==> src/rtl/mdio_pkg.sv <==
// Shared constants and types for the serial management slave.
// Assumes a 16-bit data field and 5-bit addresses, fixed by the frame format.
package mdio_pkg;
    localparam int DATA_W = 16;
    localparam int ADDR_W = 5;

    typedef enum logic [2:0] {
        S_IDLE, S_START, S_HDR, S_TA1, S_TA2, S_DATA, S_SKIP
    } mdio_state_e;

    localparam logic [1:0] OP_RD = 2'b10;
    localparam logic [1:0] OP_WR = 2'b01;

    localparam logic [4:0] A_CTRL  = 5'd0;
    localparam logic [4:0] A_STAT  = 5'd1;
    localparam logic [4:0] A_ID1   = 5'd2;
    localparam logic [4:0] A_ID2   = 5'd3;
    localparam logic [4:0] A_VSTAT = 5'd17;
endpackage

==> src/rtl/mdio_sticky.sv <==
// One sticky status bit. It latches an event and holds it until a read
// clears it. HIGH_ACTIVE=1 gives a latching-high bit. HIGH_ACTIVE=0 gives a
// latching-low bit that reads 0 once the raw input was seen low.
// Assumes clear is high only in the cycle a read captures the value.
module mdio_sticky #(
    parameter bit HIGH_ACTIVE = 1'b1
) (
    input  logic clk,
    input  logic rst_n,
    input  logic wipe,
    input  logic clear,
    input  logic raw,
    output logic value
);
    logic hit;
    logic seen_q;

    assign hit = HIGH_ACTIVE ? raw : ~raw;

    // Capture events; a new event in the clearing cycle wins over the clear.
    always_ff @(posedge clk) begin
        if (!rst_n || wipe) seen_q <= 1'b0;
        else                seen_q <= hit | (seen_q & ~clear);
    end

    assign value = HIGH_ACTIVE ? seen_q : ~seen_q;


    hold_event_chk: assert property (@(posedge clk) disable iff (!rst_n)
        ($past(rst_n) && $past(hit) && !$past(wipe)) |-> seen_q);
endmodule

==> src/rtl/mdio_frame_ctl.sv <==
// Serial frame engine. It counts preamble ones, finds the start pair and
// decodes opcode and addresses. It then either shifts read data out with the
// turnaround zero, collects write data, or skips a frame for another PHY.
// Assumes the station samples our output on the rising edge after we drive it.
module mdio_frame_ctl
    import mdio_pkg::*;
#(
    parameter int PRE_LEN = 32,
    parameter int DW      = DATA_W,
    parameter int AW      = ADDR_W
) (
    input  logic          mdc,
    input  logic          rst_n,
    input  logic [AW-1:0] phy_addr,
    input  logic          pre_skip_en,
    input  logic          mdio_in,
    output logic          mdio_out,
    output logic          mdio_oe,
    output logic [AW-1:0] reg_addr,
    input  logic [DW-1:0] rd_data,
    output logic          rd_take,
    output logic          wr_stb,
    output logic [DW-1:0] wr_data
);
    localparam int HDR_LEN  = 2 + 2 * AW;
    localparam int SKIP_LEN = 2 + DW;
    localparam int CNT_MAX  = (PRE_LEN > SKIP_LEN) ? PRE_LEN : SKIP_LEN;
    localparam int CNT_W    = $clog2(CNT_MAX + 1);
    localparam logic [CNT_W-1:0] PRE_END  = CNT_W'(PRE_LEN);
    localparam logic [CNT_W-1:0] HDR_END  = CNT_W'(HDR_LEN - 1);
    localparam logic [CNT_W-1:0] DATA_END = CNT_W'(DW - 1);
    localparam logic [CNT_W-1:0] SKIP_END = CNT_W'(SKIP_LEN - 1);

    mdio_state_e          state;
    logic [CNT_W-1:0]     cnt;
    logic [HDR_LEN-2:0]   hdr;
    logic [HDR_LEN-1:0]   hdr_next;
    logic [1:0]           op;
    logic [AW-1:0]        pa;
    logic [DW-1:0]        sh;
    logic                 is_rd;
    logic                 op_ok;

    assign hdr_next = {hdr, mdio_in};
    assign op       = hdr_next[HDR_LEN-1 -: 2];
    assign pa       = hdr_next[2*AW-1 -: AW];
    assign op_ok    = (op == OP_RD) || (op == OP_WR);
    assign rd_take  = (state == S_TA1) && is_rd;

    // Frame sequencing, output drive and write capture.
    always_ff @(posedge mdc) begin
        if (!rst_n) begin
            state    <= S_IDLE;
            cnt      <= '0;
            hdr      <= '0;
            sh       <= '0;
            is_rd    <= 1'b0;
            reg_addr <= '0;
            mdio_oe  <= 1'b0;
            mdio_out <= 1'b0;
            wr_stb   <= 1'b0;
            wr_data  <= '0;
        end else begin
            wr_stb <= 1'b0;
            unique case (state)
                S_IDLE: begin
                    if (mdio_in) begin
                        if (cnt != PRE_END) cnt <= cnt + 1'b1;
                    end else begin
                        cnt <= '0;
                        if (cnt == PRE_END || pre_skip_en) state <= S_START;
                    end
                end
                S_START: begin
                    cnt   <= '0;
                    state <= mdio_in ? S_HDR : S_IDLE;
                end
                S_HDR: begin
                    hdr <= hdr_next[HDR_LEN-2:0];
                    if (cnt == HDR_END) begin
                        cnt <= '0;
                        if (op_ok && pa == phy_addr) begin
                            is_rd    <= (op == OP_RD);
                            reg_addr <= hdr_next[AW-1:0];
                            state    <= S_TA1;
                        end else if (op_ok) begin
                            state <= S_SKIP;
                        end else begin
                            state <= S_IDLE;
                        end
                    end else begin
                        cnt <= cnt + 1'b1;
                    end
                end
                S_TA1: begin
                    if (is_rd) begin
                        mdio_oe  <= 1'b1;
                        mdio_out <= 1'b0;
                        sh       <= rd_data;
                    end
                    state <= S_TA2;
                end
                S_TA2: begin
                    if (is_rd) begin
                        mdio_out <= sh[DW-1];
                        sh       <= sh << 1;
                    end
                    cnt   <= '0;
                    state <= S_DATA;
                end
                S_DATA: begin
                    if (is_rd) begin
                        if (cnt == DATA_END) begin
                            mdio_oe  <= 1'b0;
                            mdio_out <= 1'b0;
                            cnt      <= '0;
                            state    <= S_IDLE;
                        end else begin
                            mdio_out <= sh[DW-1];
                            sh       <= sh << 1;
                            cnt      <= cnt + 1'b1;
                        end
                    end else begin
                        sh <= {sh[DW-2:0], mdio_in};
                        if (cnt == DATA_END) begin
                            wr_stb  <= 1'b1;
                            wr_data <= {sh[DW-2:0], mdio_in};
                            cnt     <= '0;
                            state   <= S_IDLE;
                        end else begin
                            cnt <= cnt + 1'b1;
                        end
                    end
                end
                S_SKIP: begin
                    if (cnt == SKIP_END) begin
                        cnt   <= '0;
                        state <= S_IDLE;
                    end else begin
                        cnt <= cnt + 1'b1;
                    end
                end
                default: state <= S_IDLE;
            endcase
        end
    end


    ta_zero_chk: assert property (@(posedge mdc) disable iff (!rst_n)
        rd_take |=> (mdio_oe && !mdio_out));

    release_idle_chk: assert property (@(posedge mdc) disable iff (!rst_n)
        $fell(mdio_oe) |-> (state == S_IDLE));

    write_quiet_chk: assert property (@(posedge mdc) disable iff (!rst_n)
        wr_stb |-> !mdio_oe);

    skip_quiet_chk: assert property (@(posedge mdc) disable iff (!rst_n)
        (state == S_SKIP) |-> !mdio_oe);
endmodule

==> src/rtl/mdio_regs.sv <==
// Management register file. It holds control, status, two identifier words
// and vendor status, with read/write, read-only, self-clearing, override and
// sticky bits. Assumes rd_take marks the cycle in which a read value is taken.
module mdio_regs
    import mdio_pkg::*;
#(
    parameter int          DW     = DATA_W,
    parameter int          AW     = ADDR_W,
    parameter logic [15:0] ID_HI  = 16'h0015,
    parameter logic [5:0]  OUI_LO = 6'h2A,
    parameter logic [5:0]  MODEL  = 6'd5,
    parameter logic [3:0]  REV    = 4'h3
) (
    input  logic          clk,
    input  logic          rst_n,
    input  logic [AW-1:0] rd_addr,
    input  logic          rd_take,
    output logic [DW-1:0] rd_data,
    input  logic          wr_stb,
    input  logic [AW-1:0] wr_addr,
    input  logic [DW-1:0] wr_data,
    output logic          pre_skip_en,
    input  logic          link_ok,
    input  logic          jabber_evt,
    input  logic          rfault_evt,
    input  logic          sym_err_evt,
    input  logic          early_end_evt,
    input  logic          an_done
);
    localparam int          N_STICKY    = 6;
    localparam logic [15:0] CTL_DEF     = 16'h3000;
    localparam logic [15:0] CTL_RW_MASK = 16'h7100;
    localparam logic [15:0] STAT_FIXED  = 16'h7809;
    // Sticky slots: 0 remote fault, 1 jabber, 2 link (reg 1);
    // 3 symbol error, 4 early end, 5 link (reg 17).
    localparam logic [N_STICKY-1:0] HIGH_MAP = 6'b011011;

    logic [15:0]         ctl_q;
    logic                rst_pend;
    logic                psup_q;
    logic [N_STICKY-1:0] raw_v;
    logic [N_STICKY-1:0] clr_v;
    logic [N_STICKY-1:0] stk;

    // Writable control bits, the self-clearing reset and the override bit.
    always_ff @(posedge clk) begin
        if (!rst_n || rst_pend) begin
            ctl_q    <= CTL_DEF;
            psup_q   <= 1'b0;
            rst_pend <= 1'b0;
        end else if (wr_stb) begin
            if (wr_addr == A_CTRL) begin
                ctl_q    <= wr_data & CTL_RW_MASK;
                rst_pend <= wr_data[15];
            end else if (wr_addr == A_STAT) begin
                psup_q <= wr_data[6];
            end
        end
    end

    assign pre_skip_en = psup_q;
    assign raw_v = {link_ok, early_end_evt, sym_err_evt, link_ok, jabber_evt, rfault_evt};
    assign clr_v = {{3{rd_take && rd_addr == A_VSTAT}}, {3{rd_take && rd_addr == A_STAT}}};

    for (genvar i = 0; i < N_STICKY; i++) begin : g_sticky
        mdio_sticky #(.HIGH_ACTIVE(HIGH_MAP[i])) u_bit (
            .clk   (clk),
            .rst_n (rst_n),
            .wipe  (rst_pend),
            .clear (clr_v[i]),
            .raw   (raw_v[i]),
            .value (stk[i])
        );
    end

    // Read multiplexer assembling each register image.
    always_comb begin
        rd_data = '0;
        unique case (rd_addr)
            A_CTRL:  rd_data = {rst_pend, ctl_q[14:0]};
            A_STAT: begin
                rd_data    = STAT_FIXED;
                rd_data[6] = psup_q;
                rd_data[5] = an_done;
                rd_data[4] = stk[0];
                rd_data[2] = stk[2];
                rd_data[1] = stk[1];
            end
            A_ID1:   rd_data = ID_HI;
            A_ID2:   rd_data = {OUI_LO, MODEL, REV};
            A_VSTAT: begin
                rd_data[15] = ctl_q[13];
                rd_data[14] = ctl_q[8];
                rd_data[9]  = stk[3];
                rd_data[5]  = stk[4];
                rd_data[4]  = an_done;
                rd_data[2]  = stk[5];
            end
            default: rd_data = '0;
        endcase
    end


    soft_reset_clear_chk: assert property (@(posedge clk) disable iff (!rst_n)
        rst_pend |=> (!rst_pend && ctl_q == CTL_DEF && !psup_q));
endmodule

==> src/rtl/mdio_mgmt_slave.sv <==
// Top of the serial management slave. It joins the frame engine to the
// register file. Assumes the pad merges mdio_out/mdio_oe with a pull-up and
// returns the line level on mdio_in.
module mdio_mgmt_slave
    import mdio_pkg::*;
#(
    parameter int          PRE_LEN = 32,
    parameter logic [15:0] ID_HI   = 16'h0015,
    parameter logic [5:0]  OUI_LO  = 6'h2A,
    parameter logic [3:0]  REV     = 4'h3
) (
    input  logic              mdc,
    input  logic              rst_n,
    input  logic [ADDR_W-1:0] phy_addr,
    input  logic              mdio_in,
    output logic              mdio_out,
    output logic              mdio_oe,
    input  logic              link_ok,
    input  logic              jabber_evt,
    input  logic              rfault_evt,
    input  logic              sym_err_evt,
    input  logic              early_end_evt,
    input  logic              an_done
);
    logic [ADDR_W-1:0] reg_addr;
    logic [DATA_W-1:0] rd_data;
    logic [DATA_W-1:0] wr_data;
    logic              rd_take;
    logic              wr_stb;
    logic              pre_skip_en;

    mdio_frame_ctl #(.PRE_LEN(PRE_LEN), .DW(DATA_W), .AW(ADDR_W)) u_frame (
        .mdc         (mdc),
        .rst_n       (rst_n),
        .phy_addr    (phy_addr),
        .pre_skip_en (pre_skip_en),
        .mdio_in     (mdio_in),
        .mdio_out    (mdio_out),
        .mdio_oe     (mdio_oe),
        .reg_addr    (reg_addr),
        .rd_data     (rd_data),
        .rd_take     (rd_take),
        .wr_stb      (wr_stb),
        .wr_data     (wr_data)
    );

    mdio_regs #(
        .DW(DATA_W), .AW(ADDR_W), .ID_HI(ID_HI), .OUI_LO(OUI_LO),
        .MODEL(6'd5), .REV(REV)
    ) u_regs (
        .clk           (mdc),
        .rst_n         (rst_n),
        .rd_addr       (reg_addr),
        .rd_take       (rd_take),
        .rd_data       (rd_data),
        .wr_stb        (wr_stb),
        .wr_addr       (reg_addr),
        .wr_data       (wr_data),
        .pre_skip_en   (pre_skip_en),
        .link_ok       (link_ok),
        .jabber_evt    (jabber_evt),
        .rfault_evt    (rfault_evt),
        .sym_err_evt   (sym_err_evt),
        .early_end_evt (early_end_evt),
        .an_done       (an_done)
    );
endmodule

==> config.mk <==
export PLATFORM = sky130hd
export DESIGN_NAME = mdio_mgmt_slave
export DESIGN_NICKNAME = d
export VERILOG_FILES = /design/src/rtl/mdio_pkg.sv /design/src/rtl/mdio_sticky.sv /design/src/rtl/mdio_frame_ctl.sv /design/src/rtl/mdio_regs.sv /design/src/rtl/mdio_mgmt_slave.sv
export SDC_FILE = /design/constraint.sdc
export NUM_CORES = 1
export LEC_CHECK = 0
export CAP_MARGIN = 15
export CORE_ASPECT_RATIO = 1.4
export CORE_UTILIZATION = 60
export CTS_CLUSTER_DIAMETER = 150
export DETAILED_ROUTE_END_ITERATION = 8
export PLACE_DENSITY = 0.86
export SETUP_SLACK_MARGIN = 0.15
export SYNTH_ARGS = -nofsm -noshare
export SYNTH_HDL_FRONTEND = slang
export SYNTH_HIERARCHICAL = 1
export SYNTH_SLANG_ARGS = --single-unit
==> constraint.sdc <==
create_clock -name mdc -period 5.6 [get_ports mdc]
set_input_delay 1.4 -clock mdc [delete_from_list [all_inputs] [get_ports mdc]]
set_output_delay 1.4 -clock mdc [all_outputs]
set_load 0.1 [all_outputs]
# Word-level counts from Yosys, hierarchy flattened
# Index checks and enable logic that the tools add are counted.
[word_totals]
register_bits = 73
in_bits = 14
output_inout_bits = 2
[classes]
add_sub_neg = 1
n_eq_ne = 28
mux = 38
n_bitwise = 21
n_reduce_logical = 25
[op_table]
columns = ["cell", "count"]
rows = [
  ["$mux W16", 4],
  ["$pmux W16 S3", 1],
  ["$mux W6", 5],
  ["$pmux W6 S5", 1],
  ["$mux W3", 7],
  ["$pmux W3 S7", 1],
  ["$ne A2 B1 Y1 const B", 7],
  ["$eq A6 B4 Y1 const B", 2],
  ["$pmux W2 S3", 2],
  ["$pmux W4 S3", 1],
  ["$reduce_and A4 Y1", 3],
  ["$eq A5 B2 Y1 const B", 2],
  ["$mux W1", 10],
  ["$eq A3 B3 Y1 const B", 3],
  ["$not A1 Y1", 9],
  ["$pmux W3 S3", 1],
  ["$reduce_and A3 Y1", 3],
  ["$pmux W2 S4", 1],
  ["$add A6 B1 Y6 const B", 1],
  ["$and A1 B1 Y1", 6],
  ["$eq A3 B2 Y1 const B", 2],
  ["$eq A6 B5 Y1 const B", 1],
  ["$eq A6 B6 Y1 const B", 1],
  ["$ne A6 B6 Y1 const B", 1],
  ["other kinds (25)", 38],
]

# Longest topological paths before layout
[depth]
word_depth = 6
depth_mapped = 8
ltp_nobuf = 7

# By module
# The synthesis kept the hierarchy.
[by_module_without_submodules]
columns = ["mod", "n_inst", "cells_each", "area_each_um2", "seq_area_each_um2"]
rows = [
  ["mdio_frame_ctl", 1, 341, 2808.9, 1221.2],
  ["mdio_regs", 1, 71, 513.0, 120.1],
  ["mdio_sticky (u_regs.g_sticky[0].u_bit ...)", 4, 4, 40.0, 20.0],
  ["mdio_sticky (u_regs.g_sticky[2].u_bit ...)", 2, 5, 45.0, 20.0],
]

# Least setup slack after synthesis
# Ideal clock, no wire load.
[synth_timing]
path_kind = "in2reg"
from = "in phy_addr[2]"
to = "reg u_frame.reg_addr[4]"
setup_time_ns = 0.128
arrival_time_ns = 2.512
t_required_ns = 5.472
path_slack_ns = 2.960
stages = 6
n_path_buf = 1
cell_sequence = "xor2_1 > nor3_1 > and4_1 > clkbuf_1 > mux2i_1 > nor2_1"
[synth_via]
elab_chain_cells = 3
[synth_rtl]
columns = ["element", "line_no", "source"]
rows = [
  ["start, declared", "mdio_mgmt_slave.sv:14", "input logic [ADDR_W-1:0] phy_addr,"],
  ["$eq A5 B5 Y1", "mdio_frame_ctl.sv:82", "if (op_ok && pa == phy_addr) begin"],
  ["$logic_and A1 B1 Y1", "mdio_frame_ctl.sv:82", ""],
  ["$reduce_and A3 Y1 (no line)", "n/a", ""],
  ["end signal, assigned", "mdio_frame_ctl.sv:84", "reg_addr <= hdr_next[AW-1:0];"],
  ["end, declared", "mdio_frame_ctl.sv:19", "output logic [AW-1:0] reg_addr,"],
]
# No other way between the ends.
# A chain may end at the register's enable or synchronous reset.

# Final worst setup path
[layout_timing]
from = "reg u_frame.mdio_oe"
to = "out mdio_oe"
[layout_rtl]
columns = ["element", "line_no", "source"]
rows = [
  ["start, declared", "mdio_frame_ctl.sv:18", "output logic mdio_oe,"],
  ["start signal, assigned", "mdio_frame_ctl.sv:59", "mdio_oe <= 1'b0;"],
  ["start signal, assigned", "mdio_frame_ctl.sv:97", "mdio_oe <= 1'b1;"],
  ["start signal, assigned", "mdio_frame_ctl.sv:114", "mdio_oe <= 1'b0;"],
  ["end, declared", "mdio_mgmt_slave.sv:17", "output logic mdio_oe,"],
]
# No word-level cell between the ends.

==> qor.yml <==
status: "complete, no violations"
grt_pass1_wl_mm: 11.9
dieArea_um2: 5690
crit_family: "buffers and inverters"
cp_slowest_cell: "clkdlybuf4s50_1"
clkTransAtPathRegs_ps: 70
hold_ws_ps: 448
layout-drive-gt1-share_pct: 6.34
period_minus_slack_ps: 3260
worst_pin_slew_ps: 1090
cts_buffer_depth: 2
ios: 16
h-tree-depth: 3
globalRouteOverflowTotal: 0
slowest_delay_ps: 1140
core_area_um2: 5200
num_rows: 31
power.density_nw_per_um2: 263
postSynthCellCount: 408
fillerInstances: 437
worstPathCellList: "clkdlybuf4s50_1"
via_per_inst: 6.09
vias: 2897
multi_input_area_um2: 1740
syn_avg_cell_area_um2: 7.93
crit_path_end_kind: "primary output"
crit_arrival_ps: 1860
start_util_pct: 62.2
slew_headroom_pct: 27.5
hold_path.class: "reg2reg"
drtIter0Drc: 278
utilization_pct: 68.2
finalPower_uw: 932
finalHoldViolations: 0
critPathRequiredTime_ps: 4200
finClkSkew_ps: 11.3
clk_latency_ps: 350
syn_area_um2: 3230
path_max_fanout: 3
yosysWarnings: 6
grtUsageTotal_pct: 28.0
wl_per_cell_um: 15.4
grt_pass1_vias: 2576
path_buf_inv: 1
vdd_ir_drop_max_v: 0.000149
final_common_cell: "nand2_1"
fmax_mhz: 306
n_antenna_cell: 0
portBuffers: 15
layout.cells.non_filler: 476
cts_resized: 0
final_cell_mix: "nand2_1 (70), dfxtp_1 (63), nor2_1 (47)"
postCtsSetupRepairBufs: 0
slew_viol_final: 0
p_leak_nw: 1.22
cts_hold_buffers: 0
cts_root_buffer: "clkbuf_8"
wl_mm: 7.35
die_w_um: 64.1
drc_errors: 0
rsz0062_at_grt: "false"
cts_tree: "done"
place_inst: 460
setup_tns_ps: 0
ant_nets: 0
dieHeight_um: 88.9
grt_max_degree: 35
antenna_found_initial: 0
layout.nets: 423
dp_hpwl_mm: 4.92
path_class: "reg2out"
globalplace.congestion: 0.831
timing.final.crit_share_pct: 58.3
cts_inserted_buffers: 9
maxCapViolations: 0
area_delta_synth_final_pct: 9.59
seq_area_um2: 1260
setup_viol: 0
start_kind: "flip-flop"
cts.sinks: 63
firstDrtPassIters: 6
==> report_power, final <==
group          internal, mW  switching (mW)  total, mW
clock                 0.261           0.182      0.443
sequential            0.452         0.00263      0.455
combinational        0.0162          0.0180     0.0342
total                 0.729           0.203      0.932
==> path summary, 6_finish.rpt <==
kind,endpoint,start,cells after the start,slack (ps)
worst max-delay path,mdio_oe,u_frame/mdio_oe$_SDFFE_PN0P_,1,2340
worst min-delay path,u_regs/rst_pend$_SDFFE_PP0P_,u_frame/wr_data[15]$_SDFFE_PN0P_,2,450
worst max register to register,u_frame/sh[14]$_SDFFE_PN0P_,u_frame/state[2]$_SDFFE_PN0P_,5,2660
worst min register to register,u_regs/rst_pend$_SDFFE_PP0P_,u_frame/wr_data[15]$_SDFFE_PN0P_,2,450
==> sequential cells by signal, indices dropped and copies added (netlist names) <==
name / flops
u_frame/sh: 16
u_frame/reg_addr: 5
u_regs/pre_skip_en: 1
u_regs/ctl_q: 4
u_frame/is_rd: 1
u_regs/rst_pend: 1
u_frame/wr_data: 6
u_frame/mdio_out: 1
u_frame/hdr: 11
u_frame/mdio_oe: 1
u_frame/state: 3
u_regs/g_sticky.u_bit/value: 4
u_frame/cnt: 6
u_frame/wr_stb: 1
u_regs/g_sticky.u_bit/seen_q: 2
==> metal layers <==
metal	wire length [µm]	GRT usage [%]
met5	0	0
met4	235	18.8
met3	344	6.06
met2	3850	48.3
met1	2920	30.9
==> per-stage QoR <==
step	area (µm²)	setup WS, ps
floorplan	3240	2960
global placement	3320	2340
CTS	3540	2320
finish	3540	2340
global route	3540	2300
detailed placement	3320	2300
==> cell type report <==
type                       instances  area share, %
multi-input combinational        295           49.1
sequential                        63           35.6
timing repair buffer              18           4.87
clock buffer                      10           3.88
clock inverter                     6           2.36
tap                               66           2.33
inverter                          18           1.91
No activity file was read; power rests on OpenSTA's default activity.
